### config.mk
export PLATFORM = sky130hd
export DESIGN_NAME = trace_fill_buffer
export DESIGN_NICKNAME = d
export VERILOG_FILES = /design/src/rtl/tfb_pkg.sv /design/src/rtl/tfb_accum.sv /design/src/rtl/tfb_out_stage.sv /design/src/rtl/trace_fill_buffer.sv
export SDC_FILE = /design/constraint.sdc
export NUM_CORES = 1
export LEC_CHECK = 0
export BUFFER_PORTS_ARGS = -buffer_cell sky130_fd_sc_hd__buf_2
export CAP_MARGIN = 30
export CORE_MARGIN = 5
export CORE_UTILIZATION = 57
export DETAILED_ROUTE_END_ITERATION = 16
export GPL_ROUTABILITY_DRIVEN = 0
export HOLD_SLACK_MARGIN = 0.08
export PLACE_DENSITY = 0.9
export SLEW_MARGIN = 20
export SYNTH_ARGS = -nofsm -noshare
export SYNTH_HDL_FRONTEND = slang
export SYNTH_SLANG_ARGS = --single-unit
### constraint.sdc
create_clock -name clk -period 9.9 [get_ports clk]
set_input_delay 1.98 -clock clk [delete_from_list [all_inputs] [get_ports clk]]
set_output_delay 1.98 -clock clk [all_outputs]
set_load 0.05 [all_outputs]
### src/rtl/tfb_pkg.sv
package tfb_pkg;
  localparam int TFB_PC_W       = 32;
  localparam int TFB_INSN_W     = 32;
  localparam int TFB_MAX_INSNS  = 16;
  localparam int TFB_MAX_BLOCKS = 3;

  typedef enum logic [1:0] {
    CLOSE_NONE   = 2'd0,
    CLOSE_INSNS  = 2'd1,
    CLOSE_BLOCKS = 2'd2
  } close_cause_e;
endpackage

### src/rtl/tfb_accum.sv
module tfb_accum
  import tfb_pkg::*;
#(
  parameter int PC_W       = TFB_PC_W,
  parameter int INSN_W     = TFB_INSN_W,
  parameter int MAX_INSNS  = TFB_MAX_INSNS,
  parameter int MAX_BLOCKS = TFB_MAX_BLOCKS,
  localparam int CNT_W     = $clog2(MAX_INSNS + 1),
  localparam int BLK_W     = $clog2(MAX_BLOCKS + 1)
) (
  input  logic                        clk,
  input  logic                        rst_n,
  input  logic                        accept,
  input  logic [PC_W-1:0]             pc,
  input  logic [INSN_W-1:0]           insn,
  input  logic                        is_branch,
  input  logic                        taken,
  output logic                        close,
  output close_cause_e                cause,
  output logic [CNT_W-1:0]            fill_cnt,
  output logic [PC_W-1:0]             cl_start_pc,
  output logic [MAX_INSNS*INSN_W-1:0] cl_words,
  output logic [CNT_W-1:0]            cl_count,
  output logic [BLK_W-1:0]            cl_blocks,
  output logic [MAX_BLOCKS-1:0]       cl_outcomes
);
  logic [CNT_W-1:0]      cnt_q, cnt_next;
  logic [BLK_W-1:0]      brs_q, brs_next;
  logic [MAX_BLOCKS-1:0] outc_q, outc_next;
  logic [PC_W-1:0]       start_q;
  logic [INSN_W-1:0]     words_q [MAX_INSNS];
  logic                  hit_insns, hit_blocks;

  assign cnt_next   = cnt_q + CNT_W'(1);
  assign brs_next   = brs_q + BLK_W'(is_branch);
  assign outc_next  = outc_q | (MAX_BLOCKS'(is_branch & taken) << brs_q);
  assign hit_insns  = (cnt_next == CNT_W'(MAX_INSNS));
  assign hit_blocks = is_branch && (brs_next == BLK_W'(MAX_BLOCKS));
  assign close      = accept && (hit_insns || hit_blocks);

  always_comb begin
    if (!close)          cause = CLOSE_NONE;
    else if (hit_blocks) cause = CLOSE_BLOCKS;
    else                 cause = CLOSE_INSNS;
  end

  // Line as it stands after the current instruction is added
  assign cl_start_pc = (cnt_q == '0) ? pc : start_q;
  assign cl_count    = cnt_next;
  assign cl_blocks   = brs_next + (is_branch ? BLK_W'(0) : BLK_W'(1));
  assign cl_outcomes = outc_next;
  assign fill_cnt    = cnt_q;

  for (genvar i = 0; i < MAX_INSNS; i++) begin : g_slot
    always_ff @(posedge clk) begin
      if (accept && cnt_q == CNT_W'(i)) words_q[i] <= insn;
    end
    always_comb begin
      if (cnt_q == CNT_W'(i))     cl_words[i*INSN_W +: INSN_W] = insn;
      else if (cnt_q > CNT_W'(i)) cl_words[i*INSN_W +: INSN_W] = words_q[i];
      else                        cl_words[i*INSN_W +: INSN_W] = '0;
    end
  end

  always_ff @(posedge clk or negedge rst_n) begin
    if (!rst_n) begin
      cnt_q   <= '0;
      brs_q   <= '0;
      outc_q  <= '0;
      start_q <= '0;
    end else if (accept) begin
      if (close) begin
        cnt_q  <= '0;
        brs_q  <= '0;
        outc_q <= '0;
      end else begin
        cnt_q  <= cnt_next;
        brs_q  <= brs_next;
        outc_q <= outc_next;
        if (cnt_q == '0) start_q <= pc;
      end
    end
  end

  p_fill_below_limit_r2: assert property (@(posedge clk) disable iff (!rst_n)
    cnt_q < CNT_W'(MAX_INSNS));
  p_branches_below_limit_r3: assert property (@(posedge clk) disable iff (!rst_n)
    brs_q < BLK_W'(MAX_BLOCKS));
  p_close_empties_r9: assert property (@(posedge clk) disable iff (!rst_n)
    close |=> (cnt_q == '0) && (outc_q == '0));
endmodule

### src/rtl/tfb_out_stage.sv
module tfb_out_stage #(
  parameter int PC_W       = 32,
  parameter int WORDS_W    = 512,
  parameter int CNT_W      = 5,
  parameter int BLK_W      = 2,
  parameter int MAX_BLOCKS = 3
) (
  input  logic                  clk,
  input  logic                  rst_n,
  input  logic                  load,
  input  logic [PC_W-1:0]       d_start_pc,
  input  logic [WORDS_W-1:0]    d_words,
  input  logic [CNT_W-1:0]      d_count,
  input  logic [BLK_W-1:0]      d_blocks,
  input  logic [MAX_BLOCKS-1:0] d_outcomes,
  output logic                  free,
  output logic                  q_valid,
  input  logic                  q_ready,
  output logic [PC_W-1:0]       q_start_pc,
  output logic [WORDS_W-1:0]    q_words,
  output logic [CNT_W-1:0]      q_count,
  output logic [BLK_W-1:0]      q_blocks,
  output logic [MAX_BLOCKS-1:0] q_outcomes
);
  assign free = !q_valid || q_ready;

  always_ff @(posedge clk or negedge rst_n) begin
    if (!rst_n)       q_valid <= 1'b0;
    else if (load)    q_valid <= 1'b1;
    else if (q_ready) q_valid <= 1'b0;
  end

  always_ff @(posedge clk or negedge rst_n) begin
    if (!rst_n) begin
      q_start_pc <= '0;
      q_words    <= '0;
      q_count    <= '0;
      q_blocks   <= '0;
      q_outcomes <= '0;
    end else if (load) begin
      q_start_pc <= d_start_pc;
      q_words    <= d_words;
      q_count    <= d_count;
      q_blocks   <= d_blocks;
      q_outcomes <= d_outcomes;
    end
  end

  p_load_only_when_free_r8: assert property (@(posedge clk) disable iff (!rst_n)
    load |-> free);
  p_hold_while_waiting_r7: assert property (@(posedge clk) disable iff (!rst_n)
    (q_valid && !q_ready) |=> q_valid && $stable(q_start_pc) && $stable(q_count)
                              && $stable(q_blocks) && $stable(q_outcomes) && $stable(q_words));
endmodule

### src/rtl/trace_fill_buffer.sv
module trace_fill_buffer
  import tfb_pkg::*;
#(
  parameter int PC_W       = TFB_PC_W,
  parameter int INSN_W     = TFB_INSN_W,
  parameter int MAX_INSNS  = TFB_MAX_INSNS,
  parameter int MAX_BLOCKS = TFB_MAX_BLOCKS,
  localparam int CNT_W     = $clog2(MAX_INSNS + 1),
  localparam int BLK_W     = $clog2(MAX_BLOCKS + 1),
  localparam int WORDS_W   = MAX_INSNS * INSN_W
) (
  input  logic                  clk,
  input  logic                  rst_n,
  input  logic                  in_valid,
  output logic                  in_ready,
  input  logic [PC_W-1:0]       in_pc,
  input  logic [INSN_W-1:0]     in_insn,
  input  logic                  in_is_branch,
  input  logic                  in_taken,
  output logic                  line_valid,
  input  logic                  line_ready,
  output logic [PC_W-1:0]       line_start_pc,
  output logic [WORDS_W-1:0]    line_words,
  output logic [CNT_W-1:0]      line_count,
  output logic [BLK_W-1:0]      line_blocks,
  output logic [MAX_BLOCKS-1:0] line_outcomes
);
  logic                  accept, close;
  close_cause_e          cause;
  logic [CNT_W-1:0]      fill_cnt;
  logic [PC_W-1:0]       cl_start_pc;
  logic [WORDS_W-1:0]    cl_words;
  logic [CNT_W-1:0]      cl_count;
  logic [BLK_W-1:0]      cl_blocks;
  logic [MAX_BLOCKS-1:0] cl_outcomes;

  assign accept = in_valid && in_ready;

  tfb_accum #(
    .PC_W(PC_W), .INSN_W(INSN_W), .MAX_INSNS(MAX_INSNS), .MAX_BLOCKS(MAX_BLOCKS)
  ) u_accum (
    .clk(clk), .rst_n(rst_n), .accept(accept),
    .pc(in_pc), .insn(in_insn), .is_branch(in_is_branch), .taken(in_taken),
    .close(close), .cause(cause), .fill_cnt(fill_cnt),
    .cl_start_pc(cl_start_pc), .cl_words(cl_words), .cl_count(cl_count),
    .cl_blocks(cl_blocks), .cl_outcomes(cl_outcomes)
  );

  tfb_out_stage #(
    .PC_W(PC_W), .WORDS_W(WORDS_W), .CNT_W(CNT_W), .BLK_W(BLK_W), .MAX_BLOCKS(MAX_BLOCKS)
  ) u_out (
    .clk(clk), .rst_n(rst_n), .load(close),
    .d_start_pc(cl_start_pc), .d_words(cl_words), .d_count(cl_count),
    .d_blocks(cl_blocks), .d_outcomes(cl_outcomes),
    .free(in_ready), .q_valid(line_valid), .q_ready(line_ready),
    .q_start_pc(line_start_pc), .q_words(line_words), .q_count(line_count),
    .q_blocks(line_blocks), .q_outcomes(line_outcomes)
  );

  p_reset_idle_r1: assert property (@(posedge clk) disable iff (!rst_n)
    $rose(rst_n) |-> !line_valid);
  p_count_range_r2: assert property (@(posedge clk) disable iff (!rst_n)
    line_valid |-> (line_count != '0) && (line_count <= CNT_W'(MAX_INSNS)));
  p_blocks_range_r3: assert property (@(posedge clk) disable iff (!rst_n)
    line_valid |-> (line_blocks != '0) && (line_blocks <= BLK_W'(MAX_BLOCKS)));
  p_outcomes_bounded_r4: assert property (@(posedge clk) disable iff (!rst_n)
    line_valid |-> ($countones(line_outcomes) <= int'(line_blocks)));
  p_stall_freezes_fill_r8: assert property (@(posedge clk) disable iff (!rst_n)
    (line_valid && !line_ready) |=> $stable(fill_cnt));
  p_cause_matches_r3: assert property (@(posedge clk) disable iff (!rst_n)
    (cause == CLOSE_BLOCKS) |=> line_valid && (line_blocks == BLK_W'(MAX_BLOCKS)));
endmodule

After elaboration in Yosys (flattened, before gate mapping)
Memory sizes are Yosys's and may differ from the RTL's. Cells that the tools add are included.

Bitwise gates (word level): 3. Shift-type cells: 1. Eq/ne operators: 17. Reductions and logical operators: 40. Muxes and demuxes: 116. $add $sub $neg: 3. $lt $le $gt $ge: 16.

Operator list (number): $mux 32 (48); $reduce_or 32->1 (15); $mux 4 (15); $mux 1 (50); $eq 5x4->1 const B (8); $gt 5x4->1 const B (8); $eq 5x3->1 const B (4); $gt 5x3->1 const B (4); $logic_and 1x1->1 (19); $eq 5x2->1 const B (2); $gt 5x1->1 const B (2); $gt 5x2->1 const B (2); $add 5x1->5 const B (1); $eq 5x1->1 const B (1); $eq 5x5->1 const B (1); $logic_not 5->1 (1); $mux 5 (1); $mux 3 (1); $or 3x3->3 (1); $shl 3x2->3 (1); $add 2x1->2 (1); $add 2x2->2 (1); $eq 2x2->1 const B (1); $logic_or 1x1->1 (2); 6 further kinds (6).

Bits in registers: 597. Memories kept: 1. Word-level logic and storage cells: 207. RAM bits: 512. Input port bits: 70. Output and inout bits: 556.

Memory list: u_accum.words_q (words 16, width 32, read ports 16, clocked after Yosys merged registers in 0, write ports 1, RTL line tfb_accum.sv:31) `logic [INSN_W-1:0] words_q [MAX_INSNS];`.

Depth between registers and ports, before layout
Depth after elaboration: 22. Depth in mapped cells: 11. Depth with buffers taken out: 6.

Hierarchy
Synthesis repeated with hierarchy kept, for this count alone.

Cells, all modules: 2977. Area total of the unflattened synthesis: 44945.6 um^2.

By module, submodules not included: tfb_accum (instances 1, seq. area each 16425.8 um^2, area an instance 24101.9 um^2, cells an instance 1803); tfb_out_stage (instances 1, seq. area each 13888.3 um^2, area an instance 20837.5 um^2, cells an instance 1173); trace_fill_buffer (instances 1, seq. area each 0.0 um^2, area an instance 6.3 um^2, cells an instance 1).

Worst setup path after synthesis
OpenSTA, ideal clock, no wires.

Path type: input-to-reg. From: input line_ready. To: memory u_accum.words_q[1][64] (netlist name) (enable). Data required time: 9439 ps. Path slack: 4428 ps. Cell stages on the path: 4. Path buffers: 0. Arrival time: 5011 ps. Cells stage by stage: nor2b_1 > inv_1 > nand2_1 > nor3_1.

Word-level cells in the longest chain between the ends: 21. Elaborated cells on any way between the ends: 95. Classes of those cells: mux: 62; reduce/logical: 33.

RTL lines: from (decl) (RTL line trace_fill_buffer.sv:21) `input logic line_ready,`; $logic_or 1x1->1 (*) (RTL line tfb_out_stage.sv:25) `assign free = !q_valid || q_ready;`; named net in_ready (RTL line trace_fill_buffer.sv:15) `output logic in_ready,`; $logic_and 1x1->1 (*) (RTL line trace_fill_buffer.sv:37) `assign accept = in_valid && in_ready;`; $logic_and 1x1->1 (RTL line tfb_accum.sv:56) `if (accept && cnt_q == CNT_W'(i)) words_q[i] <= insn;`; $mux 1 (RTL line tfb_accum.sv:56); $mux 1 (not written as such) (RTL line tfb_accum.sv:56); $reduce_or 32->1 (no line); $mux 4 (no line) or $mux 1 (tied branches) (15 in a row); to (decl) (RTL line tfb_accum.sv:31).

Mark *: on every way through the listed nets, which the timed path passes. The rest lies on a longest branch.

Worst setup path in the final report
From: input in_is_branch. To: register u_out.q_words[341].

Word-level cells in the longest chain between the ends: 5.

RTL lines: from (decl) (RTL line trace_fill_buffer.sv:18) `input logic in_is_branch,`; $add 2x1->2 (RTL line tfb_accum.sv:35) `assign brs_next = brs_q + BLK_W'(is_branch);`; $eq 2x2->1 (RTL line tfb_accum.sv:38) `assign hit_blocks = is_branch && (brs_next == BLK_W'(MAX_BLOCKS));`; $logic_and 1x1->1 (*) (RTL line tfb_accum.sv:38); $logic_or 1x1->1 (*) (RTL line tfb_accum.sv:39) `assign close = accept && (hit_insns || hit_blocks);`; $logic_and 1x1->1 (*) (RTL line tfb_accum.sv:39); to (signal assigned) (RTL line tfb_out_stage.sv:42) `q_words <= d_words;`; to (decl) (RTL line tfb_out_stage.sv:20) `output logic [WORDS_W-1:0] q_words,`.

Every way passes the cells marked *; elsewhere a longest branch is shown, timed or not. A chain may end at the register's enable or synchronous reset.

==> impl_metrics.csv <==
group,metric,value,unit
run_status,status,"finished, final reports clean",
cells_and_area,syn2layout_area_growth,17.12,%
sta,rsz0062_at_grt,"false",
cells_and_area,drive_gt1_frac,0.4159,
logic_synthesis,synth.distinct_cells,54,
min_path,hold_depth,1,
floorplan,die_x,289.5,um
min_path,min_from,"u_out.q_words[263]",
worst_setup_path,crit_path_end_kind,"flop",
logic_synthesis,ys_ff_latch,1109,
logic_synthesis,ys_async_sr_fraction,0.5383,
floorplan,die_h,289.5,um
detailed_routing,drcViolationCount,0,
detailed_routing,post_drt_wl_per_cell,28.17,um
floorplan,ios,626,
pwr,powerDensity,376.5,mW/mm2
cells_and_area,stdcell_count,4520,
placement,dp.cells,4308,
logic_synthesis,synth_area_leaders,"edfxtp_1, dfrtp_1, mux2_2",
logic_synthesis,synth_edf_count,512,
logic_synthesis,syn_inst,2822,
clock_network,cts.clk_slew.worst_paths,60,ps
job,cap_violations,0,
grt,gr-usage-met1,0.3758,
grt,grt_pass1_wl,186500,um
clock_network,postCtsSetupBuffers,0,
grt,top_usage_layer,"met2",
floorplan,fp.coreArea,0.07747,mm2
worst_setup_path,reg2reg_to,"u_out.q_words[341]",
min_path,min_to,"u_out.q_words[263]",
logic_synthesis,syn_area_per_cell,15.78,um2
grt,grt_usage,0.2975,
sta,slew_headroom,0.2501,
logic_synthesis,synth_common_cells,"dfrtp_1, mux2_2, edfxtp_1, a22o_1, nand2_1",
clock_network,hold_buffers,0,
grt,grt_use_met3,0.07451,
detailed_routing,vias,28080,
worst_setup_path,crit-reg2reg-launch,"u_accum.fill_cnt[0]",
logic_synthesis,netlist_area,0.04452,mm2
min_path,hold_class,"flop to flop",
clock_network,clk_path_buf_depth,3,
detailed_routing,drt_iter0_drc,2904,
sta,finClkSkew,51.27,ps
sta,tightest_slew,1125,ps
pwr,irDropWorstVdd,0.2673,mV
clock_network,post_cts_resized,0,
worst_setup_path,reg2reg_depth,7,
clock_network,cts_tree,"done",
cells_and_area,final_nets,3462,
sta,final.min_clock_period,4998,ps
worst_setup_path,crit_type,"input pin to flop",
detailed_routing,ant_nets,0,
logic_synthesis,synth_nets,2900,
worst_setup_path,cp_data_arrival_time,5550,ps
floorplan,fp-row-count,102,
detailed_routing,routed_wl,127300,um
grt,grtUsageMet2,0.4945,
logic_synthesis,yosysWarnings,0,
sta,fmax,200.1,MHz
clock_network,tritoncts_num_sinks,1109,
grt,first_global_vias,28910,
cells_and_area,final_util,0.6730,
worst_setup_path,rrSetupSlack,5490,ps
clock_network,htreeDepth,3,
logic_synthesis,synth_top_area_frac,0.3454,
logic_synthesis,synth_top_area_cell,"edfxtp_1",
detailed_routing,vias_per_cell,6.212,
clock_network,cts_made_buffers,107,
logic_synthesis,synth-seq-area-share,0.6809,
grt,gr-total-overflow,0,
sta,setup_violations,0,
worst_setup_path,critPathMaxFanout,73,
grt,antenna_found_initial,3,
placement,place_hpwl,76900,um
pwr,power_leakage,23.01,nW
logic_synthesis,synth.most_common_cell,"dfrtp_1",
sta,slew_violations,0,
sta,fin_crit_sh,0.5048,
logic_synthesis,synthFlopType,"dfrtp_1",
placement,numPortBuffers,625,
clock_network,clk_latency,680,ps
sta,tns,0,ps
worst_setup_path,required,10460,ps
grt,grt_max_degree,169,
sta,hold_violations,0,
floorplan,initial_core_util,0.5747,
floorplan,die_area,0.08379,mm2
worst_setup_path,start_kind,"input pin",
clock_network,clockRootBuffer,"clkbuf_16",
detailed_routing,first_pass_iters,6,
cell type report:
| class | instances | area (um2) |
|---|---|---|
| Sequential cell | 1109 | 30310 |
| Fill cell | 5009 | 25330 |
| Multi-Input combinational cell | 1411 | 12780 |
| Timing Repair Buffer | 677 | 3844 |
| Clock buffer | 158 | 3043 |
| Tap cell | 1040 | 1301 |
| Clock inverter | 44 | 559.3 |
| Inverter | 78 | 292.8 |
| Antenna cell | 3 | 7.507 |
placed cells by master (no fill, tap or decap), types with 8 or more instances in the layout:
cell type	count
buf_4	31
clkinv_1	9
a22oi_1	64
mux2i_1	69
and2_2	10
mux2_2	561
bufinv_16	9
buf_12	14
mux2_1	20
inv_1	77
clkbuf_16	110
buf_2	624
o2bb2ai_1	33
dfrtp_1	597
clkbuf_1	37
edfxtp_1	512
clkinv_2	16
nor2_4	8
nand2_1	168
a22o_1	320
o21ai_0	68
nor2_1	10
clkbuf_8	11
logic make-up (layout without fill, tap and decap cells):
kind of cell    Yosys count  after routing  share of synthesized area
compound gates          510            510                    0.09179
xor+xnor                  5              5                   0.001406
fa+ha+maj                 8              8                   0.002249
buf+inv                 302            957                    0.03789
flops                  1109           1109                     0.6809
mux                     650            650                     0.1625
other cells               0              3                          0
simple gates            238            238                    0.02324
layer usage:
metal,routed length (um),up-vias,part of all wire
li1,-,11680,-
met1,46200,14430,0.36
met2,62380,1647,0.49
met3,12700,321,0.10
met4,6045,0,0.047
met5,0,-,0
state kept, by name (all words and copies together) (netlist names), 3 cells and up:
| name | flops |
|---|---|
| u_accum.words_q | 512 |
| u_out.q_words | 512 |
| u_accum.start_q | 32 |
| u_out.q_start_pc | 32 |
| u_accum.fill_cnt | 5 |
| u_out.q_count | 5 |
| u_accum.outc_q | 3 |
| u_out.q_outcomes | 3 |
critical path: stages:
cell and delay (ps):
buf_2 140, inv_1 60, ha_1 330, nand2b_1 230
nor4_1 540, a31o_4 810, buf_4 860, mux2_2 430
where the power goes:
part	internal, W	switching, W	total (W)
Sequential	0.00607	0.000734	0.00680
Combinational	0.00249	0.00620	0.00869
Clock	0.00238	0.00176	0.00414
per-stage QoR:
stage	hold WS (ps)	power [W]	instance area, um2	worst slack, ps
after global placement	463.4	0.01509	48130	4580
final	481.8	0.01963	52140	4902
after CTS	482.2	0.01962	52000	5054
after floorplan	454.1	0.01294	44520	4428
after global routing	497.9	0.02033	52140	4848
after detailed placement	469.4	0.01545	48390	4406
how the worst max path moves through the flow:
| stage | to | start | slack [ps] | cells past startpoint |
|---|---|---|---|---|
| after global routing | u_out.q_words[341] | in_is_branch | 4850 | 8 |
| after floorplan | u_accum.words_q[1][64] | line_ready | 4430 | 4 |
| after CTS | u_out.q_words[341] | in_is_branch | 5050 | 8 |
| after global placement | u_out.q_words[337] | in_is_branch | 4580 | 8 |
| final | u_out.q_words[341] | in_is_branch | 4900 | 8 |
| after detailed placement | u_out.q_words[341] | in_is_branch | 4410 | 8 |
(Power assumes the default switching activity.)
